<file path="config.mk">
export PLATFORM = sky130hd
export DESIGN_NAME = acc_core
export DESIGN_NICKNAME = d
export VERILOG_FILES = /design/src/rtl/acc_pkg.sv /design/src/rtl/acc_rst_sync.sv /design/src/rtl/acc_adder.sv /design/src/rtl/acc_seq.sv /design/src/rtl/acc_datapath.sv /design/src/rtl/acc_core.sv
export SDC_FILE = /design/constraint.sdc
export NUM_CORES = 1
export LEC_CHECK = 0
export BUFFER_PORTS_ARGS = -buffer_cell sky130_fd_sc_hd__buf_2
export CAP_MARGIN = 15
export CORE_UTILIZATION = 55
export CTS_CLUSTER_SIZE = 10
export DETAILED_ROUTE_END_ITERATION = 10
export PLACE_DENSITY = 0.83
export SKIP_LAST_GASP = 1
export SYNTH_ARGS = -nofsm -noshare
export SYNTH_HDL_FRONTEND = slang
export SYNTH_SLANG_ARGS = --single-unit
</file>
<file path="constraint.sdc">
create_clock -name clk -period 3.1 [get_ports clk]
set_input_delay 0.465 -clock clk [delete_from_list [all_inputs] [get_ports clk]]
set_output_delay 0.465 -clock clk [all_outputs]
set_load 0.005 [all_outputs]
</file>
<file path="src/rtl/acc_pkg.sv">
package acc_pkg;

  localparam int OPC_W = 4;

  typedef enum logic [OPC_W-1:0] {
    OP_HALT  = 4'b0000,
    OP_LOAD  = 4'b0001,
    OP_STORE = 4'b0010,
    OP_ADD   = 4'b0101,
    OP_JUMP  = 4'b1000
  } opcode_e;

  typedef enum logic [3:0] {
    ST_FETCH_ADDR = 4'd0,
    ST_FETCH_WAIT = 4'd1,
    ST_FETCH_CAPT = 4'd2,
    ST_FETCH_IR   = 4'd3,
    ST_DECODE     = 4'd4,
    ST_OPND_WAIT  = 4'd5,
    ST_OPND_CAPT  = 4'd6,
    ST_EXEC       = 4'd7,
    ST_WRITE      = 4'd8,
    ST_HALT       = 4'd9
  } seq_state_e;

  typedef struct packed {
    logic mar_from_pc;
    logic mar_from_ir;
    logic mbr_from_mem;
    logic mbr_from_acc;
    logic ir_load;
    logic pc_incr;
    logic pc_jump;
    logic acc_from_mem;
    logic acc_from_sum;
  } dp_ctrl_t;

endpackage

</file>
<file path="src/rtl/acc_rst_sync.sv">
module acc_rst_sync #(
  parameter int STAGES = 2
) (
  input  logic clk,
  input  logic rst_n,
  output logic rst_n_sync
);

  logic [STAGES-1:0] sync_q;

  generate
    genvar g;
    for (g = 0; g < STAGES; g++) begin : g_stage
      if (g == 0) begin : g_first
        always_ff @(posedge clk or negedge rst_n) begin
          if (!rst_n) sync_q[g] <= 1'b0;
          else        sync_q[g] <= 1'b1;
        end
      end else begin : g_rest
        always_ff @(posedge clk or negedge rst_n) begin
          if (!rst_n) sync_q[g] <= 1'b0;
          else        sync_q[g] <= sync_q[g-1];
        end
      end
    end
  endgenerate

  assign rst_n_sync = sync_q[STAGES-1];

endmodule

</file>
<file path="src/rtl/acc_adder.sv">
module acc_adder #(
  parameter int W = 16
) (
  input  logic [W-1:0] a,
  input  logic [W-1:0] b,
  output logic [W-1:0] sum
);

  // two's complement, carry out discarded
  always_comb begin
    sum = a + b;
  end

endmodule

</file>
<file path="src/rtl/acc_seq.sv">
module acc_seq
  import acc_pkg::*;
(
  input  logic                 clk,
  input  logic                 rst_n,
  input  logic [OPC_W-1:0]     opcode,
  output seq_state_e           state,
  output dp_ctrl_t             ctrl,
  output logic                 mem_write,
  output logic                 halted
);

  seq_state_e st_q, st_d;

  always_comb begin
    st_d      = st_q;
    ctrl      = '0;
    mem_write = 1'b0;
    halted    = 1'b0;
    case (st_q)
      ST_FETCH_ADDR: begin
        ctrl.mar_from_pc = 1'b1;
        st_d             = ST_FETCH_WAIT;
      end
      ST_FETCH_WAIT: begin
        st_d = ST_FETCH_CAPT;
      end
      ST_FETCH_CAPT: begin
        ctrl.mbr_from_mem = 1'b1;
        st_d              = ST_FETCH_IR;
      end
      ST_FETCH_IR: begin
        ctrl.ir_load = 1'b1;
        ctrl.pc_incr = 1'b1;
        st_d         = ST_DECODE;
      end
      ST_DECODE: begin
        case (opcode)
          OP_LOAD, OP_ADD: begin
            ctrl.mar_from_ir = 1'b1;
            st_d             = ST_OPND_WAIT;
          end
          OP_STORE: begin
            ctrl.mar_from_ir  = 1'b1;
            ctrl.mbr_from_acc = 1'b1;
            st_d              = ST_WRITE;
          end
          OP_JUMP: begin
            ctrl.pc_jump = 1'b1;
            st_d         = ST_FETCH_ADDR;
          end
          OP_HALT: begin
            st_d = ST_HALT;
          end
          default: begin
            st_d = ST_FETCH_ADDR;
          end
        endcase
      end
      ST_OPND_WAIT: begin
        st_d = ST_OPND_CAPT;
      end
      ST_OPND_CAPT: begin
        ctrl.mbr_from_mem = 1'b1;
        st_d              = ST_EXEC;
      end
      ST_EXEC: begin
        if (opcode == OP_ADD) ctrl.acc_from_sum = 1'b1;
        else                  ctrl.acc_from_mem = 1'b1;
        st_d = ST_FETCH_ADDR;
      end
      ST_WRITE: begin
        mem_write = 1'b1;
        st_d      = ST_FETCH_ADDR;
      end
      ST_HALT: begin
        halted = 1'b1;
        st_d   = ST_HALT;
      end
      default: begin
        st_d = ST_FETCH_ADDR;
      end
    endcase
  end

  always_ff @(posedge clk or negedge rst_n) begin
    if (!rst_n) st_q <= ST_FETCH_ADDR;
    else        st_q <= st_d;
  end

  assign state = st_q;

endmodule

</file>
<file path="src/rtl/acc_datapath.sv">
module acc_datapath
  import acc_pkg::*;
#(
  parameter int                ADDR_W     = 12,
  parameter int                DATA_W     = 16,
  parameter logic [ADDR_W-1:0] START_ADDR = 12'h300
) (
  input  logic              clk,
  input  logic              rst_n,
  input  dp_ctrl_t          ctrl,
  input  logic [DATA_W-1:0] mem_rdata,
  output logic [ADDR_W-1:0] pc_q,
  output logic [DATA_W-1:0] ir_q,
  output logic [ADDR_W-1:0] mar_q,
  output logic [DATA_W-1:0] mbr_q,
  output logic [DATA_W-1:0] acc_q
);

  logic [ADDR_W-1:0] pc_d, mar_d;
  logic [DATA_W-1:0] ir_d, mbr_d, acc_d, sum;
  logic              pc_en, mar_en, mbr_en, ir_en, acc_en;

  acc_adder #(.W(DATA_W)) u_adder (
    .a   (acc_q),
    .b   (mbr_q),
    .sum (sum)
  );

  // next-state selection and clock enables
  always_comb begin
    pc_en  = ctrl.pc_incr | ctrl.pc_jump;
    pc_d   = ctrl.pc_jump ? ir_q[ADDR_W-1:0] : pc_q + 1'b1;

    mar_en = ctrl.mar_from_pc | ctrl.mar_from_ir;
    mar_d  = ctrl.mar_from_ir ? ir_q[ADDR_W-1:0] : pc_q;

    mbr_en = ctrl.mbr_from_mem | ctrl.mbr_from_acc;
    mbr_d  = ctrl.mbr_from_acc ? acc_q : mem_rdata;

    ir_en  = ctrl.ir_load;
    ir_d   = mbr_q;

    acc_en = ctrl.acc_from_mem | ctrl.acc_from_sum;
    acc_d  = ctrl.acc_from_sum ? sum : mbr_q;
  end

  always_ff @(posedge clk or negedge rst_n) begin
    if (!rst_n)     pc_q <= START_ADDR;
    else if (pc_en) pc_q <= pc_d;
  end

  always_ff @(posedge clk or negedge rst_n) begin
    if (!rst_n)      mar_q <= '0;
    else if (mar_en) mar_q <= mar_d;
  end

  always_ff @(posedge clk or negedge rst_n) begin
    if (!rst_n)      mbr_q <= '0;
    else if (mbr_en) mbr_q <= mbr_d;
  end

  always_ff @(posedge clk or negedge rst_n) begin
    if (!rst_n)     ir_q <= '0;
    else if (ir_en) ir_q <= ir_d;
  end

  always_ff @(posedge clk or negedge rst_n) begin
    if (!rst_n)      acc_q <= '0;
    else if (acc_en) acc_q <= acc_d;
  end

endmodule

</file>
<file path="src/rtl/acc_core.sv">
module acc_core
  import acc_pkg::*;
#(
  parameter int                ADDR_W      = 12,
  parameter int                DATA_W      = 16,
  parameter logic [ADDR_W-1:0] START_ADDR  = 12'h300,
  parameter int                SYNC_STAGES = 2
) (
  input  logic              clk,
  input  logic              rst_n,
  output logic [ADDR_W-1:0] mem_addr,
  output logic [DATA_W-1:0] mem_wdata,
  output logic              mem_we,
  input  logic [DATA_W-1:0] mem_rdata,
  output logic [DATA_W-1:0] acc_value,
  output logic [ADDR_W-1:0] pc_value,
  output logic              halted
);

  // opcode field sits above the address field and must be OPC_W bits
  localparam int OP_W = DATA_W - ADDR_W;

  logic              core_rst_n;
  seq_state_e        seq_st;
  dp_ctrl_t          ctrl;
  logic [ADDR_W-1:0] pc_q, mar_q;
  logic [DATA_W-1:0] ir_q, mbr_q, acc_q;

  acc_rst_sync #(.STAGES(SYNC_STAGES)) u_rst_sync (
    .clk        (clk),
    .rst_n      (rst_n),
    .rst_n_sync (core_rst_n)
  );

  acc_seq u_seq (
    .clk       (clk),
    .rst_n     (core_rst_n),
    .opcode    (ir_q[DATA_W-1 -: OP_W]),
    .state     (seq_st),
    .ctrl      (ctrl),
    .mem_write (mem_we),
    .halted    (halted)
  );

  acc_datapath #(
    .ADDR_W     (ADDR_W),
    .DATA_W     (DATA_W),
    .START_ADDR (START_ADDR)
  ) u_dp (
    .clk       (clk),
    .rst_n     (core_rst_n),
    .ctrl      (ctrl),
    .mem_rdata (mem_rdata),
    .pc_q      (pc_q),
    .ir_q      (ir_q),
    .mar_q     (mar_q),
    .mbr_q     (mbr_q),
    .acc_q     (acc_q)
  );

  assign mem_addr  = mar_q;
  assign mem_wdata = mbr_q;
  assign acc_value = acc_q;
  assign pc_value  = pc_q;

endmodule

</file>
==> results.md, run 1 <==
Yosys:
- The number of nets in the synthesized netlist is 514.
- The post-synthesis async set-or-reset flop share is 100%.
- The synthesized area per cell is 8.80 um^2.
- In this run, synthesis produced a sequential element count of 78.
- The commonest cells after synthesis are sky130_fd_sc_hd__nand2_1 (136), sky130_fd_sc_hd__dfrtp_1 (76), sky130_fd_sc_hd__nor2_1 (35), sky130_fd_sc_hd__a21oi_1 (33), sky130_fd_sc_hd__o21ai_1 (24).
- Yosys printed 0 warnings.
- The most common cell in the synthesized netlist is sky130_fd_sc_hd__nand2_1.
- The area share of the largest cell type after synthesis is around 45%.
- Yosys mapped a number of flops with a built-in enable equal to 0.
- In the post-synthesis netlist, the biggest area contributors are sky130_fd_sc_hd__dfrtp_1 (45%), sky130_fd_sc_hd__nand2_1 (12%), sky130_fd_sc_hd__ha_1 (4.8%).
- The prevailing post-synth register cell is sky130_fd_sc_hd__dfrtp_1.
- Synthesis produced 479 cells.
- The post-synthesis cell type with the largest combined area is sky130_fd_sc_hd__dfrtp_1.
- The synthesized cell area is 4210 um^2.
- The netlist uses 53 different library cells.
- For this run, the register share of the synthesized area comes to 46.4%.

Detailed routing:
- The count of nets left with antenna violations once routing finished came out at 0.
- The average routed wire per standard cell is 15.6 um.
- For this run, design rule violations remaining after detail routing come to 0.
- In the routed layout, each cell is associated on average with a via count of approximately 5.7.
- The total number of vias is 3,744.
- The count of routing violations after the opening detailed-route iteration is 248.
- The number of detailed-route iterations in the first pass is 4.
- The routed design has 10,200 um of wire.

GRT:
- The global-route usage over all layers is 28.1%.
- The via count of the first global-routing pass was roughly 3,700.
- The number of antenna violations at the first check in global routing came to 0.
- The first global-routing pass estimated ~17,000 um of wire.
- The pin count of the biggest net entering global routing is 40.
- The residual overflow from global routing is 0.

Worst setup path:
- The count of cells along the worst register-to-register path is 10.
- The nature of the critical path endpoint is a flip-flop.
- The number of stages on the worst setup path is 10.
- The worst setup path is launched from a flip-flop.
- In this run the worst path has a maximum fanout of 5.
- The critical register-to-register path endpoint is u_dp.acc_q[8].
- Walking the worst path, the cells encountered are ha_1 -> fa_1 -> a21o_1 -> a211oi_1 -> nor2_1 -> o41ai_2 -> xor2_1 -> nor2_1 -> a21oi_1 -> o21ai_1.
- The worst setup path is of the reg -> reg kind.
- In this run the register-to-register setup slack is 420 ps.
- The dominant delay contributor by cell family on the critical path is compound AO/OA/AOI/OAI gates.
- Counting stages on the worst path, the most repeated cell is sky130_fd_sc_hd__nor2_1.
- The highest-delay cell along the critical path is sky130_fd_sc_hd__dfrtp_1.
- The largest single stage delay on the critical path is approximately 440 ps.
- The worst endpoint required time is ~3300 ps.
- The number of buffers and inverters on the critical path is 0.
- The origin of the critical flop-to-flop path is u_dp.mbr_q[0].
- At the worst endpoint, the arrival time is just under 3000 ps.
- Tracing the worst setup path back leads to its startpoint at u_dp.mbr_q[0].
- In this run the worst setup path terminates at u_dp.acc_q[8].

Timing:
- Summed over all failing endpoints, the final setup total negative slack is 0 ps.
- On the final layout, the worst clock skew is 12.2 ps.
- The final-report max-slew violation count is 0.
- The relative slew slack is 42.9%.
- The highest clock rate is 0.373 GHz.
- The pin slew with the least headroom to its limit is 856 ps.
- The total of endpoints with negative setup slack in the final report is 0.
- The number of hold violations in the final report is 0.
- Of the available clock period, the critical path in the final layout requires 86.5%.
- Hold timing on the final database bottoms out at a slack of roughly 340 ps.
- For the finished layout, the period the worst path requires is 2680 ps.
- Setup slack on the critical path of the routed design comes to about 420 ps.
- Setup repair after global routing left no endpoint under its margin.

CTS:
- The clock latency reported for the late side of the worst-skew pair is between 300 and 400 ps.
- The clock slew at the register clock pins of the worst setup and hold paths is 80 ps.
- The longest clock path from root to sink contains 2 buffers.
- The total clock buffers created by CTS is 9.
- The clock tree from TritonCTS is built.
- Clock tree synthesis selected as its root buffer the cell sky130_fd_sc_hd__clkbuf_8.
- The H-tree generated during clock tree synthesis spans 3 levels.
- The tree built by TritonCTS fans out to 78 sinks.

Cells and area:
- From synthesis to final layout, the design area changed by 16.0%.
- The count of cells in the finished layout, fillers not included, comes to ~650.
- The number of nets in the finished design is 584.
- The number of diodes added for antenna fixing is 0.
- At the end of the flow the core is filled with cells to 66.7%.
- The post-route netlist has 20.0% of its cells at a drive strength greater than 1.

Power and ir drop:
- The internal power of the cells totals around 3.1 mW.
- The clock network fraction of total power is 13.8%.
- The share of power burned in registers is roughly 36%.
- Dividing total power by cell area gives a power density of 1170 nW/um^2.
- Across the VDD grid, the largest voltage drop is 0.000696 V.
- The switching power as a share of total power is 45.1%.
- For this design the total switching power over the nets is 2.58 mW.
- In this run the static leakage power is between 2 and 2.5 nW.
- The power share of the combinational group is 49.8%.

Die:
- The die is 89.5 um tall.
- The horizontal extent of the die is just under 90 um.
- The floorplan die area is around 8000 um^2.
- The placeable core region is 7330 um^2.
- For this configuration, the core starts out at a cell density of 57.5%.
- Pin placement for this block handled between 70 and 80 I/O pins.
- The cell row count is 31.

Run:
- Across the run, the number of max-cap violations was 0.

Placed design:
- The number of input and output port buffers inserted is 75.
- Timing analysis after detailed placement gives a worst setup slack of between 400 and 500 ps.
- The HPWL after detailed placement is around 7300 um.
- The global placer's final weighted congestion is 0.928.
- Counting tap cells, the placed design contains a total of 636 instances.

Min path:
- The worst hold path belongs to the class in -> reg.

Outcome:
- The flow ran to the end, and the final reports show no timing, DRC or antenna violations.
-- worst register-to-register path: cells and delay by family (launching register included) --
family	cells	cell delay [ps]
AOI/OAI and AO/OA	5	1080
xor gates and xnor gates	1	190
adders and majority gates	2	660
DFF	1	440
and+or+nand+nor	2	180
-- through the flow --
stage,power (mW),instance area (um^2)
2_1_floorplan,4.01,4210
4_1_cts,5.69,4890
3_3_place_gp,4.77,4680
6_report,5.70,4890
5_1_grt,6.20,4890
3_5_place_dp,4.88,4680
-- layout by cell type, fill, tap and decap left out, drive strengths merged, types with 4 or more instances in the layout --
cell	instances
nor2	37
clkbuf	11
nand2	136
a22oi	23
a21oi	34
o21ai	34
buf	81
xor2	11
and3	5
ha	16
xnor2	8
a211oi	4
dfrtp	76
nand4	6
inv	6
mux2i	9
a21o	6
-- how the worst min path moves through the flow --
stage                      start  slack, ps  depth (start not counted)                    end
floorplan                  rst_n        170                          0  u_rst_sync.rst_n_sync
global placement           rst_n        250                          1   u_rst_sync.sync_q[0]
detailed placement         rst_n        250                          1   u_rst_sync.sync_q[0]
CTS                 mem_rdata[9]        330                          3          u_dp.mbr_q[9]
global route        mem_rdata[1]        340                          3          u_dp.mbr_q[1]
finish              mem_rdata[9]        340                          3          u_dp.mbr_q[9]
-- sequential cells by signal, indices dropped and copies added, names as in the netlist --
signal	flops
u_dp.acc_q	16
u_dp.ir_q	16
u_dp.mbr_q	16
u_dp.mar_q	12
u_dp.pc_q	12
u_seq.state	4
u_rst_sync.rst_n_sync	1
u_rst_sync.sync_q	1
-- power groups by stage --
stage | clock network, mW | logic, mW | registers (mW)
floorplan | 0 | 2.08 | 1.93
global placement | 0 | 2.72 | 2.04
detailed placement | 0 | 2.81 | 2.08
CTS | 0.795 | 2.83 | 2.06
global route | 0.841 | 3.21 | 2.15
finish | 0.787 | 2.84 | 2.07
-- area by class of cell --
type,instances,area [um^2]
clock buffers,11,141
clock inverters,5,57.6
fillers,615,2440
inverters,5,18.8
multi-input cells,373,2150
flip-flops and latches,78,1960
well taps,99,124
repair buffers,82,443
-- routing by layer --
metal	share of wire (%)	GRT usage [%]	up-vias	routed length, um
li1	-	-	1802	-
met2	48	47.3	117	4940
met1	46	36.8	1816	4660
met4	0.69	7.36	0	70
met3	5.2	6.37	9	533
met5	0	0	-	0
-- cells by family (layout without fill, tap and decap cells) --
family / count (synthesis) / in the layout / share of synthesized area, %
buf+inv: 28 / 103 / 2.73
simple gates: 209 / 209 / 21.7
mux: 9 / 9 / 2.14
xor+xnor: 19 / 19 / 3.95
other cells: 1 / 1 / 0.0890
fa+ha+maj: 17 / 17 / 5.23
flops: 78 / 78 / 46.4
compound gates: 118 / 118 / 17.8
-- repair_timing --
| item | CTS | global route |
|---|---|---|
| endpoints found under the hold margin | 2 | 0 |
| hold buffers | 1 | 0 |
| resized for setup | 0 | 0 |
| buffers inserted | 0 | 0 |
Note: power is estimated with default switching activity, not from simulation.
==> run 2: changes to the inputs <==
--- a/config.mk
+++ b/config.mk
@@ -7,6 +7,7 @@
 export LEC_CHECK = 0
 export BUFFER_PORTS_ARGS = -buffer_cell sky130_fd_sc_hd__buf_2
 export CAP_MARGIN = 15
+export CORE_MARGIN = 5
 export CORE_UTILIZATION = 55
 export CTS_CLUSTER_SIZE = 10
 export DETAILED_ROUTE_END_ITERATION = 10
==> constraint.sdc (replaced) <==
create_clock -name clk -period 2.5 [get_ports clk]
set_input_delay 0.375 -clock clk [delete_from_list [all_inputs] [get_ports clk]]
set_output_delay 0.375 -clock clk [all_outputs]
set_load 0.005 [all_outputs]
==> run 2 against run 1 <==
Effect of this change:
- sequential share of layout area fell by 0.92 points
- worst hold slack got worse by 84 ps
- core utilization is 0.91 points lower
- critical endpoint is now u_dp.acc_q[12]
- die area increased by 19%
- via count rose by 0.37%
- sequential cell count did not move
- largest cell class unchanged
- combinational power up 33%
- clock skew is 4.9 ps lower
- fmax up 10%
==> results.md, run 2 (same netlist as run 1, synthesis figures left out) <==
Worst setup path:
- STA classifies the critical path endpoint as a flip-flop.
- In this design, the largest share of critical-path delay is due to compound AO/OA/AOI/OAI gates.
- The signal on the critical path passes through ha_2 -> fa_2 -> a21o_1 -> a211oi_2 -> nor2_1 -> o41ai_2 -> buf_4 -> o21ai_1 -> xor2_1 -> nand2_1 -> a21oi_1.
- The highest-delay cell along the critical path is sky130_fd_sc_hd__dfrtp_1.
- The kind of critical path is reg -> reg.
- The worst setup path is launched from a flip-flop.
- The worst endpoint required time is 2780 ps (-530 ps).
- The critical path arrival came to 2710 ps (-180 ps).
- The number of buffers and inverters on the critical path is 1 (+1).
- The maximum net fanout on the critical path is 3 (-2).
- The highest cell delay on the worst timing path is 390 ps (-50 ps).

Power and ir drop:
- The internal power is 4.02 mW (+28%).
- The switching power as a share of total power is 44.9% (-0.25 points).
- The sum of internal, switching and leakage power is 7.30 mW (+28%).
- The power dissipated by switching net loads was 3.28 mW (+27%).
- The static leakage power came to 2.44 nW (+1.6%).
- The power share of the combinational group is 51.9% (+2.1 points).
- The clock network fraction of total power is 13.1% (-0.7 points).
- The power per cell area was 1460 nW/um^2 (+25%).
- The share of power burned in registers is 35.0% (-1.4 points).
- The largest vdd supply drop is 0.000870 V (+25%).

Outcome:
- The run finished with clean final reports.

CTS:
- The count of H-tree levels built during CTS is 3 (unchanged).
- The clock latency reported for the late side of the worst-skew pair is 350 ps (about the same).
- TritonCTS built the clock tree.
- CTS placed an instance of sky130_fd_sc_hd__clkbuf_8 at the clock tree root.
- The worst-case clock buffer depth is 2 (unchanged).
- The total clock buffers created by CTS came to 9 (unchanged).
- The clock sink total came to 78 (unchanged).
- The clock slew at the register clock pins of the worst setup and hold paths is 80 ps (about the same).

Detailed routing:
- The met2 routed wirelength was 5200 um (+5.2%).
- The via density per instance is 5.63 (-1.9%).
- The total number of vias was 3,758 (+0.37%).
- The number of detailed-route iterations in the first pass is 5 (+1).
- The count of routing violations after the opening detailed-route iteration was 203 (-18%).
- The routed wire length is 10,600 um (+3.4%).
- The DRC violation count after routing is 0 (unchanged).
- The length of routed wiring on met1 is 4630 um (-0.71%).
- The routed length on met3 came to 622 um (+17%).
- Signal routing reaches up to met4.
- The average routed wire per standard cell is 15.8 um (+1.1%).
- The count of nets left with antenna violations after detail routing is 0 (unchanged).

Cells and area:
- The number of diodes added for antenna fixing is 0 (unchanged).
- Relative to the synthesized area, the layout overhead comes to 18.8%.
- The leading cell type in the layout, fill and taps excluded is sky130_fd_sc_hd__nand2_1.
- The share of cells above drive strength 1 came to 22.8% (+2.8 points).
- The number of nets in the finished design is 596 (+2.1%).
- The library cells used most frequently in the layout, excluding fill and tap cells, are sky130_fd_sc_hd__nand2_1 (136), sky130_fd_sc_hd__buf_2 (75), sky130_fd_sc_hd__dfrtp_1 (75).
- The largest registers in the layout are u_dp.acc_q (16), u_dp.ir_q (16), u_dp.mbr_q (16).

Timing:
- The final clock period utilization by the worst path came to 97.3% (+11 points).
- The total of endpoints with negative setup slack in the final report is 0 (unchanged).
- The relative slew slack was 58.2% (+15 points).
- The highest clock rate was 0.411 GHz (+10%).
- The minimum clock period after layout came to 2430 ps (-251 ps).
- The pin slew with the least headroom to its limit was 627 ps (-229 ps).
- The final-report max-slew violation count came to 0 (unchanged).
- The number of hold violations in the final report is 0 (unchanged).
- The post-route setup TNS is 0 ps (unchanged).
- The worst clock skew was 7.32 ps (-4.89 ps).

Die:
- The placeable core region is 7610 um^2 (+3.8%).
- The number of ports placed on the die boundary came to 76 (unchanged).
- The vertical die dimension is 97.5 um (+8.9%).
- The initial core utilization is 55.4% (-2.1 points).
- The cell row count came to 32 (+3.2%).
- The horizontal extent of the die is 97.5 um (+8.9%).
- The floorplan die area is 9510 um^2 (+19%).

Placed design:
- The global placer's final weighted congestion is 0.896 (-3.5%).
- The number of input and output port buffers inserted is 75 (unchanged).
- The sum of net half-perimeters after detailed placement was 7670 um (+5.8%).

GRT:
- The pin count of the biggest net entering global routing is 28 (-30%).
- The global-route wire length before repair is 17,700 um (+3.3%).
- The global-route usage over all layers is 22.5% (-5.6 points).
- The residual overflow from global routing was 0 (unchanged).
- The number of antenna violations at the first check in global routing is 0 (unchanged).
- The via count of the first global-routing pass came to 3,657 (-0.41%).

Run:
- The max capacitance violation total is 0 (unchanged).

Min path:
- The worst min-delay path category is in -> reg.
## run 2: cell count changes in the layout (fill, tap and decap cells not counted), sizes merged
cell,before,now
clkinv,3,2
clkbuf,11,10
buf,81,93
clkinvlp,0,2
## run 2: final cells by class
type / count / area [um^2]
inverter: 5 / 18.8
clock buffer: 10 / 128
tap: 102 / 128
fill: 656 / 2600
clock inverter: 6 / 71.3
multi-input combinational: 373 / 2180
sequential: 78 / 1960
timing repair buffer: 94 / 520
## run 2: repair_timing
action | in CTS | in global routing
setup endpoints to repair | 2 | 6
hold endpoints to repair | 2 | 0
buffers inserted | 1 | 0
pin swaps | 2 | 2
resized for setup | 2 | 5
hold buffers | 1 | 0
## run 2: through the flow
stage / hold WS (ps) / util [%] / area, um^2 / std cells / worst slack, ps
finish: 252 / 65.8 / 5000 / 668 / 68.6
global route: 246 / 65.8 / 5000 / 668 / -41.7
CTS: 239 / 65.4 / 4980 / 668 / 9.71
detailed placement: 161 / 62.5 / 4750 / 650 / 12.6
global placement: 161 / 62.5 / 4750 / 650 / 55.2
floorplan: 79.4 / - / 4210 / 479 / 152
## run 2: worst paths after layout
path	endpoint	cells past startpoint	startpoint	slack [ps]
setup / recovery	u_dp.acc_q[12]	11	u_dp.mbr_q[0]	70
hold / removal	u_dp.mbr_q[13]	3	mem_rdata[13]	250
setup reg to reg	u_dp.acc_q[12]	11	u_dp.mbr_q[0]	70
hold reg to reg	u_dp.mar_q[3]	0	u_rst_sync.rst_n_sync	290
max in group asynchronous	u_dp.mbr_q[11]	1	u_rst_sync.rst_n_sync	1420
min in group asynchronous	u_dp.mar_q[3]	0	u_rst_sync.rst_n_sync	290
## run 2: metal layers
metal,global-route usage [%],up-vias
met5,0,-
met4,7.03,0
met3,4.09,11
met2,37.5,131
met1,29.9,1796
li1,-,1820
## run 2: power groups by stage
stage	clock, mW	sequential, mW	combinational (mW)
2_1_floorplan	0	2.40	2.58
4_1_cts	0.977	2.54	3.70
3_3_place_gp	0	2.52	3.54
5_1_grt	1.03	2.64	4.23
3_5_place_dp	0	2.56	3.65
6_report	0.955	2.55	3.79
## run 2: worst min-delay path, cell delays in order
cell and delay, ps:
sky130_fd_sc_hd__buf_2 80, sky130_fd_sc_hd__a22oi_1 70, sky130_fd_sc_hd__nand2_1 60
